[src/rtl/gei_pkg.sv]
package gei_pkg;
   // Register addresses; the low three address bits select a register.
   localparam int REG_MODE   = 0;
   localparam int REG_PME_EN = 1;
   localparam int REG_SMI_EN = 2;
   localparam int REG_PME_ST = 3;
   localparam int REG_SMI_ST = 4;
   localparam int REG_AGG_ST = 5;
   localparam int REG_POL    = 6;
   localparam int REG_DATA   = 7;
   localparam int REG_COUNT  = 8;
   localparam int MIN_AW     = $clog2(REG_COUNT);

   typedef struct packed {
      logic rise;
      logic fall;
   } edge_t;
endpackage

[src/rtl/gei_edge_det.sv]
module gei_edge_det #(
   parameter int NPINS       = 6,
   parameter int SYNC_STAGES = 2
) (
   input  logic             clk,
   input  logic             rst_n,
   input  logic [NPINS-1:0] pin_in,
   output logic [NPINS-1:0] level,
   output logic [NPINS-1:0] rise,
   output logic [NPINS-1:0] fall
);
   localparam int LAST = SYNC_STAGES - 1;

   logic [NPINS-1:0] stage_q [SYNC_STAGES];
   logic [NPINS-1:0] prev_q;

   always_ff @(posedge clk or negedge rst_n) begin
      if (!rst_n) begin
         for (int s = 0; s < SYNC_STAGES; s++) stage_q[s] <= '0;
         prev_q <= '0;
      end else begin
         stage_q[0] <= pin_in;
         for (int s = 1; s < SYNC_STAGES; s++) stage_q[s] <= stage_q[s-1];
         prev_q <= stage_q[LAST];
      end
   end

   genvar p;
   generate
      for (p = 0; p < NPINS; p++) begin : g_pin
         gei_pkg::edge_t e;
         always_comb begin
            e.rise = stage_q[LAST][p] & ~prev_q[p];
            e.fall = ~stage_q[LAST][p] & prev_q[p];
         end
         assign rise[p] = e.rise;
         assign fall[p] = e.fall;
      end
   endgenerate

   assign level = stage_q[LAST];
endmodule

[src/rtl/gei_w1c_bank.sv]
module gei_w1c_bank #(
   parameter int NPINS = 6
) (
   input  logic             clk,
   input  logic             rst_n,
   input  logic [NPINS-1:0] set_i,
   input  logic [NPINS-1:0] clr_i,
   output logic [NPINS-1:0] sts_o
);
   logic [NPINS-1:0] sts_q;

   // Set has priority over clear in the same cycle.
   always_ff @(posedge clk or negedge rst_n) begin
      if (!rst_n) sts_q <= '0;
      else        sts_q <= (sts_q & ~clr_i) | set_i;
   end

   assign sts_o = sts_q;
endmodule

[src/rtl/gei_cfg_regs.sv]
module gei_cfg_regs #(
   parameter int NPINS = 6,
   parameter int AW    = 3
) (
   input  logic             clk,
   input  logic             rst_n,
   input  logic [AW-1:0]    addr,
   input  logic             wr_en,
   input  logic [NPINS-1:0] wdata,
   input  logic [NPINS-1:0] pme_sts,
   input  logic [NPINS-1:0] smi_sts,
   input  logic [NPINS-1:0] agg_sts,
   input  logic [NPINS-1:0] level,
   output logic [NPINS-1:0] mode_q,
   output logic [NPINS-1:0] pme_en_q,
   output logic [NPINS-1:0] smi_en_q,
   output logic [NPINS-1:0] pol_q,
   output logic [NPINS-1:0] pme_clr,
   output logic [NPINS-1:0] smi_clr,
   output logic [NPINS-1:0] agg_clr,
   output logic [NPINS-1:0] rdata
);
   import gei_pkg::*;

   logic [REG_COUNT-1:0] hit;

   always_comb begin
      for (int r = 0; r < REG_COUNT; r++) hit[r] = (addr == AW'(r));
   end

   always_ff @(posedge clk or negedge rst_n) begin
      if (!rst_n) begin
         mode_q   <= '0;
         pme_en_q <= '0;
         smi_en_q <= '0;
         pol_q    <= '0;
      end else if (wr_en) begin
         if (hit[REG_MODE])   mode_q   <= wdata;
         if (hit[REG_PME_EN]) pme_en_q <= wdata;
         if (hit[REG_SMI_EN]) smi_en_q <= wdata;
         if (hit[REG_POL])    pol_q    <= wdata;
      end
   end

   assign pme_clr = (wr_en && hit[REG_PME_ST]) ? wdata : '0;
   assign smi_clr = (wr_en && hit[REG_SMI_ST]) ? wdata : '0;
   assign agg_clr = (wr_en && hit[REG_AGG_ST]) ? wdata : '0;

   always_comb begin
      rdata = '0;
      unique case (1'b1)
         hit[REG_MODE]:   rdata = mode_q;
         hit[REG_PME_EN]: rdata = pme_en_q;
         hit[REG_SMI_EN]: rdata = smi_en_q;
         hit[REG_PME_ST]: rdata = pme_sts;
         hit[REG_SMI_ST]: rdata = smi_sts;
         hit[REG_AGG_ST]: rdata = agg_sts;
         hit[REG_POL]:    rdata = pol_q;
         hit[REG_DATA]:   rdata = level ^ pol_q;
         default:         rdata = '0;
      endcase
   end
endmodule

[src/rtl/gpio_edge_irq.sv]
module gpio_edge_irq #(
   parameter int NPINS       = 6,
   parameter int AW          = 3,
   parameter int SYNC_STAGES = 2,
   parameter bit REG_OUT     = 1'b0
) (
   input  logic             clk,
   input  logic             rst_n,
   input  logic [NPINS-1:0] pin_in,
   input  logic [AW-1:0]    addr,
   input  logic             wr_en,
   input  logic [NPINS-1:0] wdata,
   output logic [NPINS-1:0] rdata,
   output logic             pme_o,
   output logic             smi_o
);
   import gei_pkg::*;

   generate
      if (NPINS < 1)       begin : g_bad_npins $error("NPINS must be at least 1"); end
      if (AW < MIN_AW)     begin : g_bad_aw    $error("AW too narrow for the register map"); end
      if (SYNC_STAGES < 2) begin : g_bad_sync  $error("SYNC_STAGES must be at least 2"); end
   endgenerate

   logic [NPINS-1:0] level, rise, fall, any_edge;
   logic [NPINS-1:0] mode_q, pme_en_q, smi_en_q, pol_q;
   logic [NPINS-1:0] pme_clr, smi_clr, agg_clr;
   logic [NPINS-1:0] pme_sts, smi_sts, agg_sts;
   logic [NPINS-1:0] irq_set;
   logic             pme_raw, smi_raw;

   gei_edge_det #(.NPINS(NPINS), .SYNC_STAGES(SYNC_STAGES)) u_edge (
      .clk(clk), .rst_n(rst_n), .pin_in(pin_in),
      .level(level), .rise(rise), .fall(fall)
   );

   assign any_edge = rise | fall;
   // Either-edge mode: both directions; otherwise polarity picks one direction.
   assign irq_set  = (mode_q & any_edge)
                   | (~mode_q & ~pol_q & rise)
                   | (~mode_q &  pol_q & fall);

   gei_cfg_regs #(.NPINS(NPINS), .AW(AW)) u_regs (
      .clk(clk), .rst_n(rst_n), .addr(addr), .wr_en(wr_en), .wdata(wdata),
      .pme_sts(pme_sts), .smi_sts(smi_sts), .agg_sts(agg_sts), .level(level),
      .mode_q(mode_q), .pme_en_q(pme_en_q), .smi_en_q(smi_en_q), .pol_q(pol_q),
      .pme_clr(pme_clr), .smi_clr(smi_clr), .agg_clr(agg_clr), .rdata(rdata)
   );

   gei_w1c_bank #(.NPINS(NPINS)) u_pme (
      .clk(clk), .rst_n(rst_n), .set_i(irq_set), .clr_i(pme_clr), .sts_o(pme_sts)
   );
   gei_w1c_bank #(.NPINS(NPINS)) u_smi (
      .clk(clk), .rst_n(rst_n), .set_i(irq_set), .clr_i(smi_clr), .sts_o(smi_sts)
   );
   gei_w1c_bank #(.NPINS(NPINS)) u_agg (
      .clk(clk), .rst_n(rst_n), .set_i(any_edge), .clr_i(agg_clr), .sts_o(agg_sts)
   );

   assign pme_raw = |(pme_sts & pme_en_q & mode_q);
   assign smi_raw = |(smi_sts & smi_en_q & mode_q);

   generate
      if (REG_OUT) begin : g_out_reg
         logic pme_q, smi_q;
         always_ff @(posedge clk or negedge rst_n) begin
            if (!rst_n) begin
               pme_q <= 1'b0;
               smi_q <= 1'b0;
            end else begin
               pme_q <= pme_raw;
               smi_q <= smi_raw;
            end
         end
         assign pme_o = pme_q;
         assign smi_o = smi_q;
      end else begin : g_out_comb
         assign pme_o = pme_raw;
         assign smi_o = smi_raw;
      end
   endgenerate
endmodule

[config.mk]
export PLATFORM = sky130hd
export DESIGN_NAME = gpio_edge_irq
export DESIGN_NICKNAME = d
export VERILOG_FILES = /design/src/rtl/gei_pkg.sv /design/src/rtl/gei_edge_det.sv /design/src/rtl/gei_w1c_bank.sv /design/src/rtl/gei_cfg_regs.sv /design/src/rtl/gpio_edge_irq.sv
export SDC_FILE = /design/constraint.sdc
export NUM_CORES = 1
export LEC_CHECK = 0
export BUFFER_PORTS_ARGS = -buffer_cell sky130_fd_sc_hd__buf_2
export CORE_ASPECT_RATIO = 1.4
export CORE_UTILIZATION = 54
export DETAILED_ROUTE_END_ITERATION = 8
export HOLD_SLACK_MARGIN = 0.12
export PLACE_DENSITY = 0.73
export SLEW_MARGIN = 30
export SYNTH_ARGS = -nofsm -noshare
export SYNTH_HDL_FRONTEND = slang
export SYNTH_SLANG_ARGS = --single-unit
[constraint.sdc]
create_clock -name clk -period 1.9 [get_ports clk]
set_input_delay 0.38 -clock clk [delete_from_list [all_inputs] [get_ports clk]]
set_output_delay 0.38 -clock clk [all_outputs]
set_load 0.01 [all_outputs]
==> results of run 1 <==
## cells in the final DEF, fill, tap and decap left out, types with 3 or more instances in the layout
master / count
sky130_fd_sc_hd__dfrtp_2: 3
sky130_fd_sc_hd__nand3_1: 4
sky130_fd_sc_hd__dfrtp_1: 57
sky130_fd_sc_hd__a31oi_1: 4
sky130_fd_sc_hd__a21oi_1: 3
sky130_fd_sc_hd__inv_1: 19
sky130_fd_sc_hd__buf_12: 4
sky130_fd_sc_hd__a21o_1: 12
sky130_fd_sc_hd__clkbuf_8: 11
sky130_fd_sc_hd__nand2_1: 26
sky130_fd_sc_hd__a21oi_2: 3
sky130_fd_sc_hd__ha_1: 12
sky130_fd_sc_hd__mux2i_1: 15
sky130_fd_sc_hd__nand2b_1: 5
sky130_fd_sc_hd__o21ai_0: 12
sky130_fd_sc_hd__nand3b_1: 6
sky130_fd_sc_hd__and3_1: 5
sky130_fd_sc_hd__and3_4: 3
sky130_fd_sc_hd__mux2_2: 20
sky130_fd_sc_hd__buf_2: 23
sky130_fd_sc_hd__buf_6: 3
sky130_fd_sc_hd__buf_4: 37
## logic make-up (layout without fill, tap and decap cells)
kind of cell | count (synthesis) | in the layout | share of synthesized area, %
adders and majority gates | 12 | 12 | 4.97
muxes | 40 | 40 | 15.0
and+or+nand+nor | 68 | 68 | 13.4
xor gates and xnor gates | 4 | 4 | 1.16
DFF | 60 | 60 | 49.7
AOI/OAI and AO/OA | 50 | 50 | 11.1
buffers and inverters | 33 | 106 | 4.64
## flip-flops by register name (all words and copies together) (netlist names)
name	count
u_agg.sts_o	6
u_edge.level	6
u_edge.prev_q	6
u_edge.stage_q	6
u_pme.sts_o	6
u_regs.mode_q	6
u_regs.pme_en_q	6
u_regs.pol_q	6
u_regs.smi_en_q	6
u_smi.sts_o	6
## where the power goes
group,internal (mW),total (mW),switching [mW]
Sequential,1.43,1.57,0.139
Combinational,0.453,0.816,0.363
Clock,0.811,1.32,0.506
## routing by layer
metal | track usage, % | vias to the layer above | routed length, um
met1 | 32.0 | 1149 | 2810
met2 | 39.9 | 70 | 3550
li1 | - | 1092 | -
met3 | 6.57 | 21 | 322
met4 | 13.6 | 0 | 199
met5 | 0 | - | 0
## worst paths after layout
check,slack (ns),from,endpoint
worst min register to register,0.35,u_edge.stage_q[10]$_DFF_PN0_,u_edge.level[4]$_DFF_PN0_
max in group asynchronous,1.05,rst_n,u_regs.pol_q[5]$_DFFE_PN0P_
min in group asynchronous,0.58,rst_n,u_edge.prev_q[3]$_DFF_PN0_
worst max register to register,0.62,u_edge.level[0]$_DFF_PN0_,u_pme.sts_o[0]$_DFF_PN0_
worst max-delay path,-0.26,u_regs.pol_q[2]$_DFFE_PN0P_,rdata[2]
worst min-delay path,0.14,pin_in[5],u_edge.stage_q[11]$_DFF_PN0_
## synthesized netlist by cell type (2+ instances only)
cell type,number,area share (%)
sky130_fd_sc_hd__xnor2_1,2,0.58
sky130_fd_sc_hd__o2bb2ai_1,2,0.58
sky130_fd_sc_hd__or2_2,2,0.41
sky130_fd_sc_hd__mux2i_1,16,5.3
sky130_fd_sc_hd__buf_4,2,0.50
sky130_fd_sc_hd__dfrtp_1,60,50
sky130_fd_sc_hd__o21ai_0,13,2.2
sky130_fd_sc_hd__xor2_1,2,0.58
sky130_fd_sc_hd__a311oi_1,2,0.58
sky130_fd_sc_hd__nand2b_1,5,1.0
sky130_fd_sc_hd__nand3b_1,6,1.5
sky130_fd_sc_hd__and3_1,8,1.7
sky130_fd_sc_hd__mux4_2,2,1.5
sky130_fd_sc_hd__a31oi_1,6,1.2
sky130_fd_sc_hd__a21o_1,12,3.0
sky130_fd_sc_hd__o22ai_1,2,0.41
sky130_fd_sc_hd__nor3b_1,2,0.50
sky130_fd_sc_hd__a21oi_1,6,0.99
sky130_fd_sc_hd__nand3_1,5,0.83
sky130_fd_sc_hd__clkbuf_1,3,0.37
sky130_fd_sc_hd__buf_2,7,1.2
sky130_fd_sc_hd__inv_1,21,2.6
sky130_fd_sc_hd__o221ai_1,3,0.87
sky130_fd_sc_hd__mux2_2,21,7.8
sky130_fd_sc_hd__ha_1,12,5.0
sky130_fd_sc_hd__nand2_1,26,3.2
sky130_fd_sc_hd__nand4b_1,2,0.58
## final cells by class
type	count	area, um2	area share (%)
timing repair buffer	69	524	13.4
multi-input combinational	174	1480	37.9
tap	66	82.6	2.11
inverter	21	78.8	2.02
sequential	60	1510	38.5
clock inverter	5	83.8	2.14
clock buffer	11	151	3.87
## critical path, delay by kind of cell (launching register included)
family | cells | cell delay [ns]
DFF | 1 | 0.40
buffers and inverters | 1 | 0.15
and+or+nand+nor | 2 | 0.62
muxes | 1 | 0.27
## repair_timing
action                     in CTS  in global routing
setup endpoints to repair       6                  7
setup buffers                  12                  5
gates cloned                    0                  0
hold endpoints to repair       60                  0
hold buffers                    1                  0
gates resized for setup         7                 23
pin swaps                       5                  7
## through the flow
step | hold slack, ns | instances | setup TNS, ns | util, %
floorplan | 0.0844 | 267 | 0 | -
global placement | 0.332 | 373 | -0.139 | 64.8
detailed placement | 0.336 | 373 | -0.236 | 64.8
CTS | 0.128 | 402 | -0.405 | 71.7
global route | 0.127 | 406 | -0.568 | 74.1
finish | 0.141 | 406 | -0.373 | 74.1
==> results.md, run 1 <==
* 11.3 um2 — synthesized area divided by synthesized cell count
* 0.07 ns — clock-pin transition on the worst setup and hold timing paths
* 1.52 ns — worst endpoint required time
* 365 — number of nets in the final layout
* true — setup repair after global routing missed its margin
* 9 — TritonCTS buffer count
* 0.00391 mm2 — final std cell area, no fill
* 0.00342 mm2 — cell area after placement
* 948 mW/mm2 — total power per unit cell area
* mux2_4 > and3_1 > or4_1 > buf_2 — cell chain of the critical path
* 0.655 mV — maximum resistive drop on vdd
* 1 — depth of the worst hold-timing path
* 0 — max-capacitance violation count
* 4600 um — Detailed Place HPWL
* 3 — H-tree depth
* reg -> out — Critical Setup Path Class
* 65.2 um — horizontal die dimension
* 40.0% — ratio of cells with drive above 1 in the final layout
* 0 — EDFF count, synth
* sky130_fd_sc_hd__or4_1 — cell with the largest stage delay on the worst path
* 5.74 — via density per instance
* 267 — Synth Instances
* 2.16 ns — shortest period the worst path allows
* 90.5 um — die height
* built — clock tree from TritonCTS
* 1.78 ns — arrival time at the worst endpoint
* 26 — Boundary Pins
* 3 — Critical Path Fanout Max
* 2331 — via count of the first global-routing pass
* 49.7% — sequential fraction of the synthesis area
* finished with violations — outcome
* 0.46 ns — Largest stage delay, worst path
* -0.162 ns — pre-CTS setup slack
* -0.256 ns — smallest setup slack after layout
* 60 — total clock sinks
* 0 — number of antenna repair diodes
* 5 — length in cells of the worst reg-to-reg path
* 72.6% — headroom to the max-slew limit
* 0.00627 ns — largest clock skew in the final design
* 44 — Netlist cell types
* 0 — drc violations
* flop — CP Launch Type
* 3.70 mW — overall power of the completed layout
* setup timing — failing checks
* 29.5% — area delta synth->final
* 0.00302 mm2 — Mapped Area
* 25 — input/output buffers
* 0 — count of warnings emitted by yosys
* 57.2% — initial core utilization
* 0.411 ns — transition time of the tightest slew-check pin
* 1.78 nW — reported leakage power
* 0 — Antenna Violating Nets Remaining
* 4 — drt pass-1 iters
* in -> reg — class of the worst hold path
* 113% — share of the clock period used by the worst path after layout
* 0.00528 mm2 — placeable core region
* 297 — Post-Synthesis Net Count
* 371 — filler cell count
* 0 — number of antenna violations at the first check in global routing
* sky130_fd_sc_hd__dfrtp_1 — most used flip-flop cell after synthesis
* 0.00590 mm2 — floorplan die area
* 0 — Remaining Overflow, GRT
* 100% — FFs w/ async S/R, synth
* sky130_fd_sc_hd__clkbuf_8 — clock tree root driver cell
* 464 MHz — highest attainable clock frequency
* 6880 um — final wirelength
* 17.0 um — routed wirelength normalized by instance count
* 0.34 ns — insertion delay to the later sink of the worst-skew pair
* 60 — flops & latches, synth
* 2 — Max clock buf depth
* 31 — site row count
* 3 — number of failing setup endpoints in the final timing report
* 0 — total count of hold-check failures in the final report
* 0 — Final Slew Violations
* 119 — 1st-iter DRT viols
* 25.5% — total global routing track utilization
* 2332 — detailed-route via count
* 61 — largest net degree at the start of global routing
* output port — sort of element at the end of the critical path
* 0.870 — GPL Wtd Cong
* 11100 um — wire length of the first global-routing pass
Note: power is estimated with default switching activity, not from simulation.
==> run 2: changes to the inputs <==
--- a/config.mk
+++ b/config.mk
@@ -7,10 +7,10 @@
 export LEC_CHECK = 0
 export BUFFER_PORTS_ARGS = -buffer_cell sky130_fd_sc_hd__buf_2
 export CORE_ASPECT_RATIO = 1.4
-export CORE_UTILIZATION = 54
+export CORE_UTILIZATION = 50
 export DETAILED_ROUTE_END_ITERATION = 8
 export HOLD_SLACK_MARGIN = 0.12
-export PLACE_DENSITY = 0.73
+export PLACE_DENSITY = 0.69
 export SLEW_MARGIN = 30
 export SYNTH_ARGS = -nofsm -noshare
 export SYNTH_HDL_FRONTEND = slang
==> constraint.sdc (replaced) <==
create_clock -name clk -period 1.9 [get_ports clk]
set_input_delay 0.38 -clock clk [delete_from_list [all_inputs] [get_ports clk]]
set_output_delay 0.38 -clock clk [all_outputs]
set_load 0.005 [all_outputs]
==> run 2 against run 1 <==
Against the previous run: sequential power about the same; the run still ends with setup timing left; combinational power down 8.0%; critical path type unchanged; first-iteration DRC count down 2.5%; clock power down 11%; worst hold slack better by 0.0086 ns.
==> results.md, run 2 (synthesis results as in run 1) <==
* 21.6% — Logic pwr share, -0.4 points
* 25 — input/output buffers, unchanged
* setup timing — failing checks
* 0 — drc violations, unchanged
* 2.53 mW — Int Pwr, -6.0%
* 33.5% — share of power burned in the clock network, -2.1 points
* 0.33 ns — insertion delay to the later sink of the worst-skew pair, about the same
* mux2_4 > and3_4 > or4_1 > buf_2 — cell chain of the critical path
* 44.9% — portion of total power attributed to sequential cells, +2.5 points
* 0.00383 mm2 — final std cell area, no fill, -1.9%
* 5 — length in cells of the worst reg-to-reg path, unchanged
* 366 — number of nets in the final layout, +0.27%
* 0.07 ns — clock-pin transition on the worst setup and hold timing paths, about the same
* 2 — Max clock buf depth, unchanged
* 67.7 um — horizontal die dimension, +3.8%
* 0.783 — GPL Wtd Cong, -10%
* 2.13 ns — shortest period the worst path allows, -0.0236 ns
* 23.5% — total global routing track utilization, -2.0 points
* -0.101 ns — pre-CTS setup slack, +0.0618 ns
* 4670 um — Detailed Place HPWL, +1.4%
* flop — CP Launch Type
* 1 — CP bufs+invs, unchanged
* 0 — Antenna Violating Nets Remaining, unchanged
* simple AND/OR/NAND/NOR gates — dominant delay contributor by cell family on the critical path
* 10900 um — wire length of the first global-routing pass, -1.5%
* 0.00341 mm2 — cell area after placement, -0.22%
* reg -> out — Critical Setup Path Class
* 60 — total clock sinks, unchanged
* output port — sort of element at the end of the critical path
* 0 — number of antenna violations at the first check in global routing, unchanged
* 2304 — via count of the first global-routing pass, -1.2%
* rdata[2] — worst setup path endpoint
* 1.78 nW — reported leakage power, -0.54%
* 27.3% — share of total power consumed by net switching, +0.063 points
* in -> reg — class of the worst hold path
* 0 — max-capacitance violation count, unchanged
* 116 — 1st-iter DRT viols, -2.5%
* 0.00636 mm2 — floorplan die area, +7.8%
* sky130_fd_sc_hd__or4_1 — cell with the largest stage delay on the worst path
* 75.9% — headroom to the max-slew limit, +3.3 points
* 4 — number of logic stages on the critical path including buffering, unchanged
* 0 — Final Slew Violations, unchanged
* 27.0% — area delta synth->final
* u_pme.sts_o[2]$_DFF_PN0_ — capture point of the worst reg-to-reg path
* 469 MHz — highest attainable clock frequency, +1.1%
* 26 — Boundary Pins, unchanged
* finished with violations — outcome
* sky130_fd_sc_hd__clkbuf_8 — clock tree root driver cell
* true — setup repair after global routing missed its margin
* 65.9% — final cell utilization of the core, -8.2 points
* 6830 um — final wirelength, -0.80%
* 3 — Critical Path Fanout Max, unchanged
* 1.75 ns — arrival time at the worst endpoint, -0.03 ns
* -0.232 ns — smallest setup slack after layout, +0.0236 ns
* 0 — total count of hold-check failures in the final report, unchanged
* built — clock tree from TritonCTS
* 0.361 ns — transition time of the tightest slew-check pin, -0.0499 ns
* 5.63 — via density per instance, -1.9%
* 0.00582 mm2 — placeable core region, +10%
* u_regs.pol_q[2]$_DFFE_PN0P_ — startpoint of the most critical setup path
* 51.9% — initial core utilization, -5.4 points
* 471 — filler cell count, +27%
* 61 — largest net degree at the start of global routing, unchanged
* 2315 — detailed-route via count, -0.73%
* 0.64 ns — setup slack on the worst flop-to-flop path, +0.02 ns
* 93.9 um — die height, +3.8%
* 3 — H-tree depth, unchanged
* 0.00584 ns — largest clock skew in the final design, -0.000425 ns
* sky130_fd_sc_hd__dfrtp_1 (56), sky130_fd_sc_hd__buf_4 (40), sky130_fd_sc_hd__nand2_1 (26) — most frequent cells in the layout
* 112% — share of the clock period used by the worst path after layout, -1.2 points
* 16.6 um — routed wirelength normalized by instance count, -2.0%
* 4 — drt pass-1 iters, unchanged
* 0.45 ns — Largest stage delay, worst path, about the same
* u_edge.level[2]$_DFF_PN0_ — source of the worst register-to-register timing path
* -0.295 ns — Total Neg Setup Slack, +0.0785 ns
* 909 mW/mm2 — total power per unit cell area, -4.1%
* 9 — TritonCTS buffer count, unchanged
* 1.52 ns — worst endpoint required time, about the same
* 37.2% — ratio of cells with drive above 1 in the final layout, -2.8 points
* 950 uW — reported net switching power, -5.7%
* 2 — number of failing setup endpoints in the final timing report, -1
* 33 — site row count, +6.5%
* 0 — Remaining Overflow, GRT, unchanged
* 0.823 mV — maximum resistive drop on vdd, +26%
* 0 — number of antenna repair diodes, unchanged
* sky130_fd_sc_hd__dfrtp_1 — most common library cell in the layout ignoring fill and taps
[run 2: worst reg2reg max path, cell delays in order, from the launching register on]
cell                      delay (ns)
sky130_fd_sc_hd__dfrtp_1        0.40
sky130_fd_sc_hd__buf_4          0.15
sky130_fd_sc_hd__ha_1           0.18
sky130_fd_sc_hd__mux2i_1        0.15
sky130_fd_sc_hd__mux2i_1        0.12
sky130_fd_sc_hd__a21o_1         0.16
[run 2: area by class of cell]
cell class | instances | area [um2] | area share, %
clock inverters | 4 | 47.5 | 1.24
well taps | 70 | 87.6 | 2.28
clock buffers | 12 | 155 | 4.05
repair buffers | 70 | 533 | 13.9
inverters | 21 | 78.8 | 2.06
multi-input cells | 174 | 1430 | 37.2
flip-flops and latches | 60 | 1510 | 39.3
[run 2: layer usage]
metal / vias up / global-route usage, % / routed length [um]
li1: 1088 / - / -
met1: 1148 / 29.4 / 3040
met2: 63 / 38.6 / 3400
met3: 16 / 4.49 / 246
met4: 0 / 10.3 / 145
met5: - / 0 / 0
[run 2: per-stage QoR]
step,hold WS [ns],cells,total power [mW]
after floorplan,0.0844,267,1.96
after global placement,0.332,377,2.20
after detailed placement,0.336,377,2.22
after CTS,0.142,400,3.43
after global routing,0.141,411,3.65
final,0.149,411,3.48
[run 2: timing repair]
item,CTS,global route
pin swaps,2,7
buffers inserted,6,10
endpoints found under the setup margin,5,7
hold buffers,1,0
hold endpoints to repair,60,0
cloned,0,1
resized for setup,7,14
[run 2: worst min-delay path by stage]
stage,from,end,slack [ns],cells after the start
floorplan,rst_n,u_agg.sts_o[0]$_DFF_PN0_,0.08,0
global placement,u_edge.stage_q[9]$_DFF_PN0_,u_edge.level[3]$_DFF_PN0_,0.33,0
detailed placement,u_edge.stage_q[6]$_DFF_PN0_,u_edge.level[0]$_DFF_PN0_,0.34,0
CTS,pin_in[1],u_edge.stage_q[7]$_DFF_PN0_,0.14,1
global route,pin_in[1],u_edge.stage_q[7]$_DFF_PN0_,0.14,1
finish,pin_in[0],u_edge.stage_q[6]$_DFF_PN0_,0.15,1
[run 2: power by group through the flow]
stage                     registers, mW  clock network [mW]  logic (mW)
after CTS                          1.57                1.18       0.682
final                              1.57                1.17       0.751
after detailed placement           1.60                   0       0.620
after global routing               1.58                1.23       0.826
after global placement             1.59                   0       0.605
after floorplan                    1.56                   0       0.401
==> run 3: changes to the inputs <==
==> constraint.sdc (replaced) <==
create_clock -name clk -period 2.7 [get_ports clk]
set_input_delay 0.54 -clock clk [delete_from_list [all_inputs] [get_ports clk]]
set_output_delay 0.54 -clock clk [all_outputs]
set_load 0.005 [all_outputs]
==> run 3 against run 2 <==
Against the previous run: the flow now finishes without violations; routed wire length shrank 12%; register-to-register slack gained 0.86 ns; count of clock-buffer cells in the layout shrank 1; core utilization shrank 7.1 points; non-clock buffer count shrank 37; total power shrank 34%; combinational power shrank 48%; global-route usage shrank 1.7 points; die area is the same; design area shrank 11%; sequential cell count is the same; worst hold slack lost 0.030 ns; critical endpoint unchanged; highest routed layer unchanged.
==> results.md, run 3 (synthesis results as in run 1) <==
* 33 — site row count, unchanged
* 0 — number of antenna violations at the first check in global routing, unchanged
* sky130_fd_sc_hd__or4_1 — cell with the largest stage delay on the worst path
* primary input — CP Launch Type
* finished, final reports clean — outcome
* 0 — post-cts gate resize count, -7
* 0.00138 mm2 — area of combinational cells with multiple inputs, -3.3%
* 2.45 ns — shortest period the worst path allows
* 501 — filler cell count, +6.4%
* 669 mW/mm2 — total power per unit cell area, -26%
* 32 — largest net degree at the start of global routing, -48%
* 329 — number of nets in the final layout, -10%
* 9 — TritonCTS buffer count, unchanged
* 2 — Max clock buf depth, unchanged
* 4360 um — Detailed Place HPWL, -6.6%
* 0.00323 mm2 — cell area after placement, -5.3%
* 0 — Remaining Overflow, GRT, unchanged
* 16.1 um — routed wirelength normalized by instance count, -3.3%
* 13.3% — area delta synth->final
* 3 — H-tree depth, unchanged
* 0.48 ns — Largest stage delay, worst path, +0.03 ns
* sky130_fd_sc_hd__dfrtp_1 (60), sky130_fd_sc_hd__nand2_1 (26), sky130_fd_sc_hd__buf_2 (25) — most frequent cells in the layout
* in -> out — Critical Setup Path Class
* 0 — number of buffers inserted for hold repair after clock tree synthesis, -1
* 1979 — via count of the first global-routing pass, -14%
* 9820 um — wire length of the first global-routing pass, -9.9%
* 5 — length in cells of the worst reg-to-reg path, unchanged
* 624 uW — reported net switching power, -34%
* 60 — total clock sinks, unchanged
* 34.2% — share of power burned in the clock network, +0.7 points
* 0 — drc violations, unchanged
* 0 — Antenna Violating Nets Remaining, unchanged
* 5.51 — via density per instance, -2.1%
* 2.16 ns — worst endpoint required time, +0.64 ns
* 0 ns — Total Neg Setup Slack, +0.295 ns
* sky130_fd_sc_hd__buf_2 — most common cell type on the critical path
* 21.9% — total global routing track utilization, -1.7 points
* 17.1% — Logic pwr share, -4.5 points
* 152 — 1st-iter DRT viols, +31%
* 0.00150 mm2 — Sequential Area, -0.33%
* 0.07 ns — clock-pin transition on the worst setup and hold timing paths, about the same
* 2057 — detailed-route via count, -11%
* 0.00582 mm2 — placeable core region, unchanged
* 0.00342 mm2 — final std cell area, no fill, -11%
* 0 — total count of hold-check failures in the final report, unchanged
* 26 — Boundary Pins, unchanged
* 48.6% — portion of total power attributed to sequential cells, +3.7 points
* 25 — input/output buffers, unchanged
* 93.9 um — die height, unchanged
* 1.91 ns — arrival time at the worst endpoint, +0.16 ns
* 0 — number of failing setup endpoints in the final timing report, -2
* 25.4% — ratio of cells with drive above 1 in the final layout, -12 points
* sky130_fd_sc_hd__dfrtp_1 — most common library cell in the layout ignoring fill and taps
* 27.3% — share of total power consumed by net switching, about the same
* 408 MHz — highest attainable clock frequency
* 0.00636 mm2 — floorplan die area, unchanged
* 5990 um — final wirelength, -12%
* 26 — Critical Path Fanout Max, +23
* 4 — drt pass-1 iters, unchanged
* 0 — Final Slew Violations, unchanged
* in -> async — class of the worst hold path
* output port — sort of element at the end of the critical path
* 0.33 ns — insertion delay to the later sink of the worst-skew pair, about the same
* 0 — buffers inserted during post-CTS setup optimization, -6
* 0 — max-capacitance violation count, unchanged
* false — setup repair after global routing missed its margin
* 0.800 — GPL Wtd Cong, +2.1%
* 61.7% — headroom to the max-slew limit, -14 points
* 0.119 ns — Hold Slack, -0.0302 ns
* 1.67 mW — Int Pwr, -34%
* 0.00573 ns — largest clock skew in the final design, -0.000110 ns
* 67.7 um — horizontal die dimension, unchanged
* 1.55 nW — reported leakage power, -13%
* 0.379 mV — maximum resistive drop on vdd, -54%
* built — clock tree from TritonCTS
* buf_2 > inv_1 > and3_1 > or4_1 > buf_2 — cell chain of the critical path
* 0 — number of antenna repair diodes, unchanged
* 0.571 ns — transition time of the tightest slew-check pin, +0.211 ns
* sky130_fd_sc_hd__clkbuf_8 — clock tree root driver cell
* 90.8% — share of the clock period used by the worst path after layout
* 51.9% — initial core utilization, unchanged
run 3: path summary, 6_finish.rpt:
path | start | endpoint | slack [ns]
setup / recovery | addr[0] | rdata[2] | 0.25
hold / removal | rst_n | u_edge.prev_q[4]$_DFF_PN0_ | 0.12
max in group asynchronous | rst_n | u_regs.pol_q[1]$_DFFE_PN0P_ | 1.88
hold reg to reg | u_edge.stage_q[9]$_DFF_PN0_ | u_edge.level[3]$_DFF_PN0_ | 0.35
min in group clk | pin_in[0] | u_edge.stage_q[6]$_DFF_PN0_ | 0.30
setup reg to reg | u_edge.level[0]$_DFF_PN0_ | u_smi.sts_o[0]$_DFF_PN0_ | 1.50
run 3: cell type report:
cell class,count,share of cell area (%)
multi-input combinational,174,40.3
inverter,21,2.30
sequential,60,43.9
clock buffer,11,4.13
clock inverter,4,1.46
timing repair buffer,33,5.41
tap,70,2.56
run 3: power groups by stage:
stage	Clock [mW]	Combinational (mW)	Sequential [mW]
6_report	0.784	0.392	1.11
5_1_grt	0.846	0.438	1.13
4_1_cts	0.803	0.398	1.11
3_5_place_dp	0	0.397	1.13
3_3_place_gp	0	0.389	1.13
2_1_floorplan	0	0.282	1.09
run 3: layer usage:
metal | global-route usage (%) | wire [um] | share of wire (%)
met1 | 28.7 | 2740 | 46
met2 | 33.9 | 2940 | 49
met3 | 4.73 | 193 | 3.2
met4 | 10.1 | 121 | 2.0
met5 | 0 | 0 | 0
run 3: per-stage QoR:
step           power [mW]  std cells  utilization [%]  setup WS [ns]
3_5_place_dp         1.53        358             55.5          0.257
2_1_floorplan        1.38        267                -          0.642
4_1_cts              2.31        373             58.8          0.245
3_3_place_gp         1.52        358             55.5          0.289
6_report             2.29        373             58.8          0.247
5_1_grt              2.41        373             58.8          0.150
run 3: critical path: cells and delay by family:
| family | cells | cell delay (ns) |
|---|---|---|
| simple gates | 2 | 0.65 |
| buf+inv | 3 | 0.71 |
